**src/rtl/fcl_pkg.sv**
```systemverilog
package fcl_pkg;
  localparam int LATCH_W = 8;
  localparam int SEL_W   = $clog2(LATCH_W);

  // bit positions in the first latch
  localparam logic [SEL_W-1:0] A_RDY     = 3'd3;
  localparam logic [SEL_W-1:0] A_TC      = 3'd4;
  localparam logic [SEL_W-1:0] A_INUSE   = 3'd5;
  localparam logic [SEL_W-1:0] A_MOTOR_N = 3'd6;
  localparam logic [SEL_W-1:0] A_DSEL    = 3'd7;

  // bit positions in the second latch
  localparam logic [SEL_W-1:0] B_SRST    = 3'd0;
  localparam logic [SEL_W-1:0] B_MINI    = 3'd1;
  localparam logic [SEL_W-1:0] B_STOP_N  = 3'd4;
  localparam logic [SEL_W-1:0] B_MAP_EN  = 3'd7;

  typedef struct packed {
    logic             we;
    logic [SEL_W-1:0] sel;
    logic             dat;
  } latch_wr_t;
endpackage

```
**src/rtl/fcl_addr_latch.sv**
```systemverilog
module fcl_addr_latch #(
  parameter int WIDTH = 8,
  localparam int SW   = $clog2(WIDTH)
) (
  input  logic             clk,
  input  logic             rst_n,
  input  logic             we,
  input  logic [SW-1:0]    sel,
  input  logic             dat,
  output logic [WIDTH-1:0] q,
  output logic [WIDTH-1:0] hit
);
  for (genvar i = 0; i < WIDTH; i++) begin : g_bit
    assign hit[i] = we && (sel == SW'(i));

    always_ff @(posedge clk) begin
      if (!rst_n)      q[i] <= 1'b0;
      else if (hit[i]) q[i] <= dat;
    end
  end
endmodule

```
**src/rtl/fcl_ready_track.sv**
```systemverilog
module fcl_ready_track (
  input  logic clk,
  input  logic rst_n,
  input  logic lvl,
  output logic ready_n_o,
  output logic chg_o
);
  logic seen;

  assign chg_o = lvl ^ seen;

  always_ff @(posedge clk) begin
    if (!rst_n) begin
      seen      <= 1'b0;
      ready_n_o <= 1'b1;
    end else if (chg_o) begin
      seen      <= lvl;
      ready_n_o <= ~lvl;
    end
  end
endmodule

```
**src/rtl/fcl_motor_seq.sv**
```systemverilog
module fcl_motor_seq #(
  parameter int TMO_CYCLES = 1000,
  localparam int CW        = $clog2(TMO_CYCLES + 1)
) (
  input  logic clk,
  input  logic rst_n,
  input  logic on_req,
  input  logic arm_req,
  input  logic stop_req,
  output logic motor_off_o
);
  logic          armed;
  logic [CW-1:0] cnt;

  // priority: stop, motor on, arm, expiry
  always_ff @(posedge clk) begin
    if (!rst_n) begin
      motor_off_o <= 1'b1;
      armed       <= 1'b0;
      cnt         <= '0;
    end else if (stop_req) begin
      motor_off_o <= 1'b1;
      armed       <= 1'b0;
    end else if (on_req) begin
      motor_off_o <= 1'b0;
      armed       <= 1'b0;
    end else if (arm_req) begin
      armed       <= 1'b1;
      cnt         <= CW'(TMO_CYCLES);
    end else if (armed) begin
      if (cnt == CW'(1)) begin
        motor_off_o <= 1'b1;
        armed       <= 1'b0;
      end else begin
        cnt <= cnt - CW'(1);
      end
    end
  end
endmodule

```
**src/rtl/fdc_ctl_latch.sv**
```systemverilog
module fdc_ctl_latch
  import fcl_pkg::*;
#(
  parameter int TMO_CYCLES = 1000
) (
  input  logic       clk,
  input  logic       rst_n,
  input  logic       a_we,
  input  logic [2:0] a_sel,
  input  logic       a_dat,
  input  logic       b_we,
  input  logic [2:0] b_sel,
  input  logic       b_dat,
  output logic       fdc_ready,
  output logic       rdy_chg,
  output logic       tc,
  output logic       in_use,
  output logic       drv_sel,
  output logic       fdc_srst,
  output logic       mini,
  output logic       map_en,
  output logic       motor_off,
  output logic       motor_status
);
  latch_wr_t          wr_a, wr_b;
  logic [LATCH_W-1:0] qa, qb, hit_a, hit_b;
  logic               srst_q;
  logic               unused_bits;

  assign wr_a = '{we: a_we, sel: a_sel, dat: a_dat};
  assign wr_b = '{we: b_we, sel: b_sel, dat: b_dat};

  fcl_addr_latch #(.WIDTH(LATCH_W)) u_lat_a (
    .clk(clk), .rst_n(rst_n), .we(wr_a.we), .sel(wr_a.sel), .dat(wr_a.dat),
    .q(qa), .hit(hit_a)
  );

  fcl_addr_latch #(.WIDTH(LATCH_W)) u_lat_b (
    .clk(clk), .rst_n(rst_n), .we(wr_b.we), .sel(wr_b.sel), .dat(wr_b.dat),
    .q(qb), .hit(hit_b)
  );

  fcl_ready_track u_rdy (
    .clk(clk), .rst_n(rst_n), .lvl(qa[A_RDY]),
    .ready_n_o(fdc_ready), .chg_o(rdy_chg)
  );

  fcl_motor_seq #(.TMO_CYCLES(TMO_CYCLES)) u_mot (
    .clk(clk), .rst_n(rst_n),
    .on_req  (hit_a[A_MOTOR_N] & ~wr_a.dat),
    .arm_req (hit_a[A_MOTOR_N] &  wr_a.dat),
    .stop_req(hit_b[B_STOP_N]  & ~wr_b.dat),
    .motor_off_o(motor_off)
  );

  always_ff @(posedge clk) begin
    if (!rst_n) srst_q <= 1'b0;
    else        srst_q <= hit_b[B_SRST] & wr_b.dat;
  end

  assign fdc_srst     = srst_q;
  assign tc           = qa[A_TC];
  assign in_use       = qa[A_INUSE];
  assign drv_sel      = qa[A_DSEL];
  assign mini         = qb[B_MINI];
  assign map_en       = qb[B_MAP_EN];
  assign motor_status = motor_off;

  assign unused_bits = ^{qa[2:0], qa[A_MOTOR_N], qb[6:2], qb[B_SRST],
                         hit_a[5:0], hit_a[7], hit_b[7:5], hit_b[3:1]};
endmodule

```
**config.mk**
```make
export PLATFORM = sky130hd
export DESIGN_NAME = fdc_ctl_latch
export DESIGN_NICKNAME = d
export VERILOG_FILES = /design/src/rtl/fcl_pkg.sv /design/src/rtl/fcl_addr_latch.sv /design/src/rtl/fcl_ready_track.sv /design/src/rtl/fcl_motor_seq.sv /design/src/rtl/fdc_ctl_latch.sv
export SDC_FILE = /design/constraint.sdc
export NUM_CORES = 1
export LEC_CHECK = 0
export BUFFER_PORTS_ARGS = -buffer_cell sky130_fd_sc_hd__buf_2
export CORE_MARGIN = 1
export CORE_UTILIZATION = 45
export CTS_CLUSTER_SIZE = 10
export DETAILED_ROUTE_END_ITERATION = 10
export PLACE_DENSITY = 0.64
export SYNTH_ARGS = -nofsm -noshare
export SYNTH_HDL_FRONTEND = slang
export SYNTH_HIERARCHICAL = 1
export SYNTH_SLANG_ARGS = --single-unit
```
**constraint.sdc**
```tcl
create_clock -name clk -period 3.48 [get_ports clk]
set_clock_uncertainty 0.2 [all_clocks]
set_input_delay 0.696 -clock clk [delete_from_list [all_inputs] [get_ports clk]]
set_output_delay 0.696 -clock clk [all_outputs]
set_load 0.05 [all_outputs]
```
Word level (Yosys, flattened, before mapping)
Cells that the tools add are included.
{ "word_totals": {"ff_bits": 21, "elab_cells": 62, "output_inout_bits": 10, "in_bits": 12} }
{ "op_classes": {"n_addsub": 1, "eq_ne": 11, "reduce_logical": 17, "mux": 10, "bitwise_logic": 11} }
{ "ops": {"columns": ["cell", "n"], "rows": [
  ["$mux W10", 3],
  ["$eq A3 B3 Y1 const B", 6],
  ["$eq A10 B1 Y1 const B", 1],
  ["$sub A10 B1 Y10 const B", 1],
  ["$logic_and A1 B1 Y1", 9],
  ["$mux W1", 7],
  ["$not A1 Y1", 6],
  ["$reduce_bool A2 Y1", 3],
  ["$and A1 B1 Y1", 4],
  ["$ne A2 B1 Y1 const B", 2],
  ["$reduce_and A4 Y1", 1],
  ["$eq A3 B1 Y1 const B", 1],
  ["$eq A3 B2 Y1 const B", 1],
  ["$logic_not A3 Y1", 1],
  ["$reduce_and A3 Y1", 1],
  ["$reduce_or A3 Y1", 1],
  ["$reduce_or A2 Y1", 1],
  ["$xor A1 B1 Y1", 1]
]} }

Logic depth before layout (Yosys ltp)
Gate-level depths: netlist of run 1.
{ "logic_depth": {"word_depth": 5, "ltp_mapped": 8, "mapped_depth_nobuf": 7} }

Modules after synthesis
Netlist of run 1, hierarchy kept.
{ "by_module_without_submodules": {"columns": ["module", "seq_area_each_um2", "cells_per_inst", "area_per_inst_um2", "instances"], "rows": [
  ["fcl_addr_latch", 160.2, 38, 387.9, 2],
  ["fcl_motor_seq", 240.2, 71, 630.6, 1],
  ["fcl_ready_track", 40.0, 8, 81.3, 1],
  ["fdc_ctl_latch", 20.0, 6, 56.3, 1]
]} }

Worst setup path after synthesis of run 1
OpenSTA, ideal clock, no wires.
{ "synth_timing": {"kind": "input-to-reg", "start": "in a_sel[0]", "end": "reg u_mot.cnt[5]", "arrival_ns": 2.478, "setup_slack_ns": 0.726, "path_buffers": 0, "path_stages": 7, "setup_time_ns": 0.076, "required_time_ns": 3.204, "path_cell_list": "nand4b_1 > inv_1 > and2b_2 > or3b_2 > or4_1 > or4_1 > a31oi_1"} }
{ "synth_between": {"elab_chain_cells": 5, "word_cells_on_any_way": 9, "cone_classes": "eq/ne (2); mux (1); bitwise (3); reduce/logical (3)"} }
{ "synth_rtl": {"columns": ["item", "line_no", "source"], "rows": [
  ["start: declaration", "fdc_ctl_latch.sv:9", "input logic [2:0] a_sel,"],
  ["$eq A3 B3 Y1 *", "fcl_addr_latch.sv:14", "assign hit[i] = we && (sel == SW'(i));"],
  ["$logic_and A1 B1 Y1 *", "fcl_addr_latch.sv:14", null],
  ["named net hit_a[6]", "fdc_ctl_latch.sv:26", "logic [LATCH_W-1:0] qa, qb, hit_a, hit_b;"],
  ["$and A1 B1 Y1 (on tied branches)", "fdc_ctl_latch.sv:51, fdc_ctl_latch.sv:50", null],
  ["$ne A2 B1 Y1 (no source line), or another cell as far along", null, null],
  ["$reduce_and A4 Y1 (no source line)", null, null],
  ["end signal: assignment", "fcl_motor_seq.sv:29", "cnt <= CW'(TMO_CYCLES);"],
  ["end signal: assignment", "fcl_motor_seq.sv:35", "cnt <= cnt - CW'(1);"],
  ["end: declaration", "fcl_motor_seq.sv:13", "logic [CW-1:0] cnt;"]
]} }
Mark *: on every way through the listed nets, which the timed path passes. The rest lies on a longest branch.
A chain may end at the register's enable or synchronous reset.

Worst setup path in the final report of run 1
{ "layout_timing": {"start": "in b_sel[0]", "end": "reg u_mot.cnt[5]"} }
{ "layout_between": {"elab_chain_cells": 5} }
{ "layout_rtl": {"columns": ["item", "line_no", "source"], "rows": [
  ["start: declaration", "fdc_ctl_latch.sv:12", "input logic [2:0] b_sel,"],
  ["$eq A3 B3 Y1", "fcl_addr_latch.sv:14", null],
  ["$logic_and A1 B1 Y1", "fcl_addr_latch.sv:14", null],
  ["named net hit_b[4]", "fdc_ctl_latch.sv:26", null],
  ["$and A1 B1 Y1", "fdc_ctl_latch.sv:52", ".stop_req(hit_b[B_STOP_N] & ~wr_b.dat),"],
  ["$not A1 Y1 (no source line)", null, null],
  ["$reduce_and A4 Y1 (no source line)", null, null]
]} }
The timed path passes the listed nets, and every way through them passes these cells.

==> metrics, run 1 <==
fin util=54.7%; initial antenna violation count=0; hold path endpoint=u_lat_a/q[4]; Crit. End Element=register; min-delay src=u_lat_a/q[4]; first-pass GRT wire length=3740 um; largest fanout on the critical path=4; WL final=2090 um; Max VDD drop=0.163 mV; Leak=0.512 nW; GP Congestion=0.756; Iteration-0 DRC Markers=19; Placement Cell Area=1210 sq um; Critical Path RT=3.51 ns; DIE WIDTH=51.3 um; FF-to-FF path depth=5; Cell Rows=17; vias in the first global route=862; syn_nets=131; total number of yosys warnings=6; DRC=0; Die H=slightly above 50 um; I/O pin cnt=22; largest net degree at the start of global routing=16; Mapped Cells=about 120; FF-to-FF setup slack=1.05 ns; CTS buffer count=3; area delta synth->final=12.9%; Post-Syn Area=1090 sq um; Sw Pwr=0.117 mW; Sw Share=27.2%; setup TNS=0 ns; Clock Latency Late Sink=0.30 ns; Design Area, Final=1230 sq um; PortBufs=21; status=complete, no violations; Routed Antenna Nets=0; via count=approximately 950; Via density=5.75; Avg Cell Area, Syn=9.34 sq um; RR Startpoint=u_mot/cnt[0]; GR Util All Layers=18.8%; final hold vios=0; max_slew headroom=54.3%; crit path kind=input pin to register; Post-CTS Hold Buffers=0; Int Power=0.314 mW; DR top layer=met4; Antenna Cells=0; H-tree depth=1; Final setup viols=0; clk sink count=21; clk buf depth=2; clock share of power=27.0%; total gr overflow=0; fin nets=152; Routed met1 length=961 um; CTS-repair resized insts=0; Post-CTS Repair Setup Buffers=0; post-layout min period=2.69 ns; period utilization=just under 80%; Flop pwr share=about three fifths; core box area=2250 sq um; share of post-route cells with drive strength above 1=28.5%; MaxCap Viol Count=0; post-DP HPWL=1570 um; Hold Path Class=register to register; hold depth=2; WL met3=about 79 um; fmax=372 MHz; DR WL met2=1040 um; max-slew violation count=0; Comb power frac=14.3%; Power per Cell Area=349 nW/um^2; drt pass-1 iters=4; CP Data Arrival Time=2.72 ns; CP startpoint kind=input pin; RSZ-0062 raised after global routing=no; Worst Setup SP=b_sel[0]; reg-to-reg endpoint=u_mot/cnt[3]; Worst Max-Slew Pin Slew=0.680 ns; initial core utilization=between 40% and 50%; commonest non-fill, non-tap cells in the layout=dfxtp_1 (21), buf_2 (21), nand2_1 (10), a31oi_1 (8); Final Power=0.431 mW; clk slew on worst S/H paths=around 0.12 ns; root buffer cell=clkbuf_4; CTS tree=done; Avg WL per Cell=~13 um; Die ar.=2630 sq um
==> flip-flops by register name, summed over array words and instances (netlist names) <==
register           cells
u_mot/motor_off_o      1
u_rdy/seen             1
fdc_srst               1
u_lat_a/q              4
u_mot/cnt             10
u_lat_b/q              2
u_mot/armed            1
u_rdy/ready_n_o        1
==> power groups by stage <==
| stage | combinational, mW | clock [mW] | sequential (mW) |
|---|---|---|---|
| finish | 0.0615 | 0.116 | 0.253 |
| global route | 0.0679 | 0.133 | 0.255 |
| CTS | 0.0618 | 0.120 | 0.253 |
| global placement | 0.0601 | 0 | 0.258 |
| floorplan | 0.0367 | 0 | 0.264 |
| detailed placement | 0.0614 | 0 | 0.258 |
==> cell type report <==
class | count | area (sq um)
Fill cell | 231 | 1020
Multi-Input combinational cell | 84 | 619
Sequential cell | 21 | 420
Timing Repair Buffer | 21 | 105
Tap cell | 28 | 35.0
Inverter | 7 | 26.3
Clock buffer | 3 | 22.5
Clock inverter | 1 | 5.00
==> worst max-delay path, cell delays in order <==
cell	delay (ns)
buf_2	0.13
and4bb_2	0.24
nor2b_1	0.15
or3b_2	0.45
or4_1	0.45
or4_1	0.43
a31oi_1	0.17
==> how the worst max path moves through the flow <==
stage,slack (ns),end,cells past startpoint
after CTS,0.83,u_mot/cnt[5],7
after floorplan,0.77,u_mot/cnt[5],6
after global placement,0.58,u_mot/cnt[5],7
after global routing,0.69,u_mot/cnt[3],7
after detailed placement,0.52,u_mot/cnt[5],7
final,0.79,u_mot/cnt[5],7
==> metrics by stage <==
step / worst slack, ns / cells / hold WS (ns)
after global placement: 0.585 / 161 / 0.241
after floorplan: 0.767 / 117 / 0.243
after detailed placement: 0.520 / 161 / 0.253
after CTS: 0.833 / 165 / 0.269
after global routing: 0.686 / 165 / 0.289
final: 0.792 / 165 / 0.265
==> routing by layer <==
| layer | GRT usage, % | up-vias |
|---|---|---|
| li1 | - | 481 |
| met5 | 0 | - |
| met2 | 31.6 | 20 |
| met3 | 2.68 | 2 |
| met1 | 24.2 | 445 |
| met4 | 6.76 | 0 |
Power figures use the tool's default switching activity.
==> run 2: changes to the inputs <==
--- a/config.mk
+++ b/config.mk
@@ -10,7 +10,7 @@
 export CORE_UTILIZATION = 45
 export CTS_CLUSTER_SIZE = 10
 export DETAILED_ROUTE_END_ITERATION = 10
-export PLACE_DENSITY = 0.64
+export PLACE_DENSITY = 0.67
 export SYNTH_ARGS = -nofsm -noshare
 export SYNTH_HDL_FRONTEND = slang
 export SYNTH_HIERARCHICAL = 1
==> constraint.sdc (replaced) <==
create_clock -name clk -period 2.2 [get_ports clk]
set_clock_uncertainty 0.2 [all_clocks]
set_input_delay 0.44 -clock clk [delete_from_list [all_inputs] [get_ports clk]]
set_output_delay 0.44 -clock clk [all_outputs]
set_load 0.05 [all_outputs]
==> metrics, run 2 (same netlist as run 1, synthesis figures left out) <==
total gr overflow=0; PortBufs=21; Comb power frac=~18%; area delta synth->final=32.0%; initial core utilization=48.4%; WL final=2540 um; I/O pin cnt=22; max-slew violation count=0; Fillers=198; vias in the first global route=1085; period utilization=101%; clock share of power=a little over a quarter; crit path kind=input pin to register; post-DP HPWL=1870 um; flip-flop count of the largest register after layout=10; reg-to-reg endpoint=u_mot/cnt[1]; CP startpoint kind=input pin; GP Congestion=0.800; drt pass-1 iters=5; slowest stage delay, CP=0.42 ns; RSZ-0062 raised after global routing=yes; Biggest register=u_mot/cnt; GR Util All Layers=between 20% and 30%; core box area=2250 sq um; root buffer cell=clkbuf_4; Hold Path Class=input pin to register; Final setup viols=1; Int Power=around 0.52 mW; Critical Path RT=2.24 ns; via count=1072; RR Startpoint=u_mot/cnt[1]; Crit. End Element=register; crit-path cells=buf_2, and4bb_2, nor2b_1, or3b_4, or4_4, or4_1, a31oi_1; clk sink count=21; Max VDD drop=approximately 0.38 mV; Die ar.=2630 sq um; Post-CTS Repair Setup Buffers=0; Leak=0.642 nW; CP Data Arrival Time=roughly 2.3 ns; Avg WL per Cell=13.5 um; Cell Rows=17; largest net degree at the start of global routing=16; clk slew on worst S/H paths=0.12 ns; FF-to-FF setup slack=~0.05 ns; commonest non-fill, non-tap cells in the layout=buf_4 (23), dfxtp_1 (21), buf_2 (18), nand2_1 (10), a31oi_1 (8); Flop pwr share=a little under three fifths; hold slack=0.235 ns; biggest regs=u_mot/cnt (10), u_lat_a/q (4), u_lat_b/q (2); Critical Path Sink=u_mot/cnt[5]; DIE WIDTH=about 51 um; MaxCap Viol Count=0; post-layout min period=2.23 ns; Die H=51.3 um; DRC=0; Clock Latency Late Sink=0.31 ns; Sw Share=27.6%; Post-CTS Hold Buffers=0; largest fanout on the critical path=2; setup ws final=-0.0270 ns; Power per Cell Area=approximately 500 nW/um^2; FF-to-FF path depth=7; max_slew headroom=76.6%; share of post-route cells with drive strength above 1=between 40% and 50%; status=finished, violations left; CTS tree=done; CTS buffer count=3; Sw Pwr=0.198 mW; fin nets=175; first-pass GRT wire length=about 4200 um; Antenna Cells=0; fmax=about 450 MHz; Via density=5.70; CP max stage cell=or4_4; H-tree depth=1; initial antenna violation count=0; Routed Antenna Nets=0; Worst Setup SP=b_sel[2]; Final Power=0.717 mW; Iteration-0 DRC Markers=15; violated checks=setup timing; final hold vios=0; most common cell after layout, fill and taps aside=buf_4; Worst Max-Slew Pin Slew=between 0.3 and 0.4 ns; clk buf depth=2
## run 2: layer usage
layer  track usage (%)  vias to the layer above  wire length [um]
li1                  -                      531                 -
met3              3.27                        4                85
met2              39.5                       22              1310
met1              23.3                      515              1120
met4              10.8                        0                31
met5                 0                        -                 0
## run 2: power by group through the flow
stage / logic [mW] / registers, mW / clock network [mW]
6_report: 0.130 / 0.399 / 0.188
3_3_place_gp: 0.118 / 0.407 / 0
5_1_grt: 0.141 / 0.400 / 0.204
4_1_cts: 0.127 / 0.399 / 0.201
3_5_place_dp: 0.123 / 0.407 / 0
2_1_floorplan: 0.0581 / 0.417 / 0
## run 2: final cells by class
class	instances	area, sq um	area share (%)
multi-input cells	84	636	44.1
inverters	7	26.3	1.82
clock buffers	3	22.5	1.56
flip-flops and latches	21	420	29.2
clock inverters	1	5.00	0.347
well taps	28	35.0	2.43
repair buffers	44	297	20.6
## run 2: worst min path at each step
stage	from	end	cells past startpoint
5_1_grt	a_sel[1]	u_lat_a/q[5]	3
3_3_place_gp	u_lat_b/q[1]	u_lat_b/q[1]	2
6_report	a_sel[1]	u_lat_a/q[7]	3
3_5_place_dp	u_lat_b/q[1]	u_lat_b/q[1]	2
4_1_cts	a_sel[1]	u_lat_a/q[7]	3
2_1_floorplan	u_rdy/seen	u_rdy/ready_n_o	2
## run 2: worst max-delay path, delay by kind of cell
family / cells / cell delay, ns
AND/OR/NAND/NOR: 5 / 1.54
buffers and inverters: 1 / 0.10
AO/OA/AOI/OAI: 1 / 0.18
## run 2: repair_timing
action	in CTS	in global routing
pin swaps	1	0
setup endpoints to repair	1	8
endpoints found under the hold margin	0	0
resized for setup	5	3
## run 2: through the flow
step / instance area, sq um / util (%) / setup WS [ns] / TNS (ns) / std cells
6_report: 1440 / 63.9 / -0.0270 / -0.0270 / 188
5_1_grt: 1440 / 63.9 / -0.0609 / -0.142 / 188
4_1_cts: 1430 / 63.5 / -0.0156 / -0.0156 / 188
3_5_place_dp: 1380 / 61.2 / -0.466 / -1.94 / 184
3_3_place_gp: 1380 / 61.2 / -0.396 / -1.64 / 184
2_1_floorplan: 1090 / - / -0.257 / -0.335 / 117
==> run 3: changes to the inputs <==
--- a/config.mk
+++ b/config.mk
@@ -7,10 +7,10 @@
 export LEC_CHECK = 0
 export BUFFER_PORTS_ARGS = -buffer_cell sky130_fd_sc_hd__buf_2
 export CORE_MARGIN = 1
-export CORE_UTILIZATION = 45
+export CORE_UTILIZATION = 40
 export CTS_CLUSTER_SIZE = 10
 export DETAILED_ROUTE_END_ITERATION = 10
-export PLACE_DENSITY = 0.67
+export PLACE_DENSITY = 0.6
 export SYNTH_ARGS = -nofsm -noshare
 export SYNTH_HDL_FRONTEND = slang
 export SYNTH_HIERARCHICAL = 1
==> metrics, run 3 (same netlist as run 1, synthesis figures left out) <==
crit path kind=input pin to register; CP max stage cell=or4_4; Iteration-0 DRC Markers=20; final hold vios=0; core box area=2520 sq um; Placement Cell Area=about 1400 sq um; clk buf depth=2; I/O pin cnt=22; FF-to-FF setup slack=0.06 ns; Die H=54.3 um; slowest stage delay, CP=around 0.42 ns; H-tree depth=1; Power per Cell Area=498 nW/um^2; Biggest register=u_mot/cnt; Critical Path Sink=u_mot/cnt[5]; clk slew on worst S/H paths=0.13 ns; CTS tree=done; max-slew violation count=0; crit-path cells=buf_6, nand4b_1, inv_1, and2b_2, or3b_4, or4_4, or4_1, a31oi_1; biggest regs=u_mot/cnt (10), u_lat_a/q (4), u_lat_b/q (2); fin nets=175; CP startpoint kind=input pin; CP Data Arrival Time=2.24 ns; Cell Rows=18; commonest non-fill, non-tap cells in the layout=buf_4 (23), dfxtp_1 (21), buf_2 (17), nand2_1 (9), a31oi_1 (8); Antenna Cells=0; max_slew headroom=72.2%; Max VDD drop=0.331 mV; area delta synth->final=34.0%; root buffer cell=clkbuf_4; Via density=5.48; PortBufs=21; Avg WL per Cell=13.9 um; post-DP HPWL=1840 um; hold slack=0.263 ns; status=finished, violations left; Final Power=0.729 mW; fmax=454 MHz; share of post-route cells with drive strength above 1=42.5%; Critical Path RT=2.24 ns; post-layout min period=~2.2 ns; DIE WIDTH=54.3 um; GP Congestion=~0.73; vias in the first global route=between 900 and 1000; GR Util All Layers=20.2%; total gr overflow=0; Clock Latency Late Sink=between 0.3 and 0.4 ns; Design Area, Final=1460 sq um; largest fanout on the critical path=2; initial antenna violation count=0; first-pass GRT wire length=~4200 um; fin util=58.0%; period utilization=100%; crit path buf inv count=2; Leak=~0.65 nW; Routed Antenna Nets=0; CTS buffer count=3; FF-to-FF path depth=6; reg-to-reg endpoint=u_mot/cnt[2]; Crit. End Element=register; Final setup viols=1; DRC=0; stages on the worst setup path=8; most common cell after layout, fill and taps aside=buf_4; RSZ-0062 raised after global routing=yes; flip-flop count of the largest register after layout=10; Hold Path Class=register to register; CP delay by family, top=simple AND/OR/NAND/NOR gates; RR Startpoint=u_mot/cnt[1]; via count=1042; setup ws final=-0.00141 ns; drt pass-1 iters=4; Worst Max-Slew Pin Slew=0.411 ns; violated checks=setup timing; initial core utilization=between 40% and 50%; clk sink count=21; MaxCap Viol Count=0; WL final=2650 um; Die ar.=between 2000 and 3000 sq um; largest net degree at the start of global routing=16; Worst Setup SP=a_sel[1]
==> run 3: cell counts in the layout (fill, tap and decap cells not counted) <==
No cell type changed its count.
==> run 3: worst min-delay path by stage <==
stage,depth (start not counted),to,from
after floorplan,2,u_rdy/ready_n_o,u_rdy/seen
after global placement,2,u_lat_b/q[7],u_lat_b/q[7]
after detailed placement,2,u_lat_b/q[7],u_lat_b/q[7]
after CTS,2,u_lat_b/q[7],u_lat_b/q[7]
after global routing,2,u_rdy/ready_n_o,u_rdy/seen
final,2,u_lat_b/q[7],u_lat_b/q[7]
==> run 3: layer usage <==
metal	wire, um	vias to the layer above	global-route usage (%)
met5	0	-	0
met2	1320	24	33.7
li1	-	528	-
met3	97	6	2.78
met1	1190	484	25.3
met4	43	0	9.83
==> run 3: final cells by class <==
type                       count  area [sq um]
inverter                       7          26.3
fill                         239          1060
clock inverter                 1          5.00
multi-input combinational     84           649
sequential                    21           420
tap                           30          37.5
clock buffer                   3          22.5
timing repair buffer          44           303
==> run 3: metrics by stage <==
step	std cells	setup TNS, ns	setup slack [ns]
6_report	190	-0.00141	-0.00141
5_1_grt	190	-0.222	-0.0579
4_1_cts	189	-0.0149	-0.0149
3_5_place_dp	185	-1.88	-0.444
3_3_place_gp	185	-1.72	-0.393
2_1_floorplan	117	-0.335	-0.257
==> run 3: tightest hold or removal path, delay by kind of cell (launching register included) <==
kind,cells,cell delay (ns)
muxes,1,0.05
DFF,1,0.33
and+or+nand+nor,1,0.05
==> run 3: repair_timing <==
item / CTS / global route
hold buffers: 0 / 0
resized for setup: 4 / 8
pin swaps: 1 / 0
buffers inserted: 0 / 1
setup endpoints to repair: 5 / 7
==> run 3: power breakdown <==
part / internal (mW) / switching (mW) / leakage, nW
Combinational: 0.0661 / 0.0700 / 0.457
Clock: 0.0679 / 0.126 / 0.0177
Sequential: 0.391 / 0.00875 / 0.170
Total: 0.525 / 0.204 / 0.645
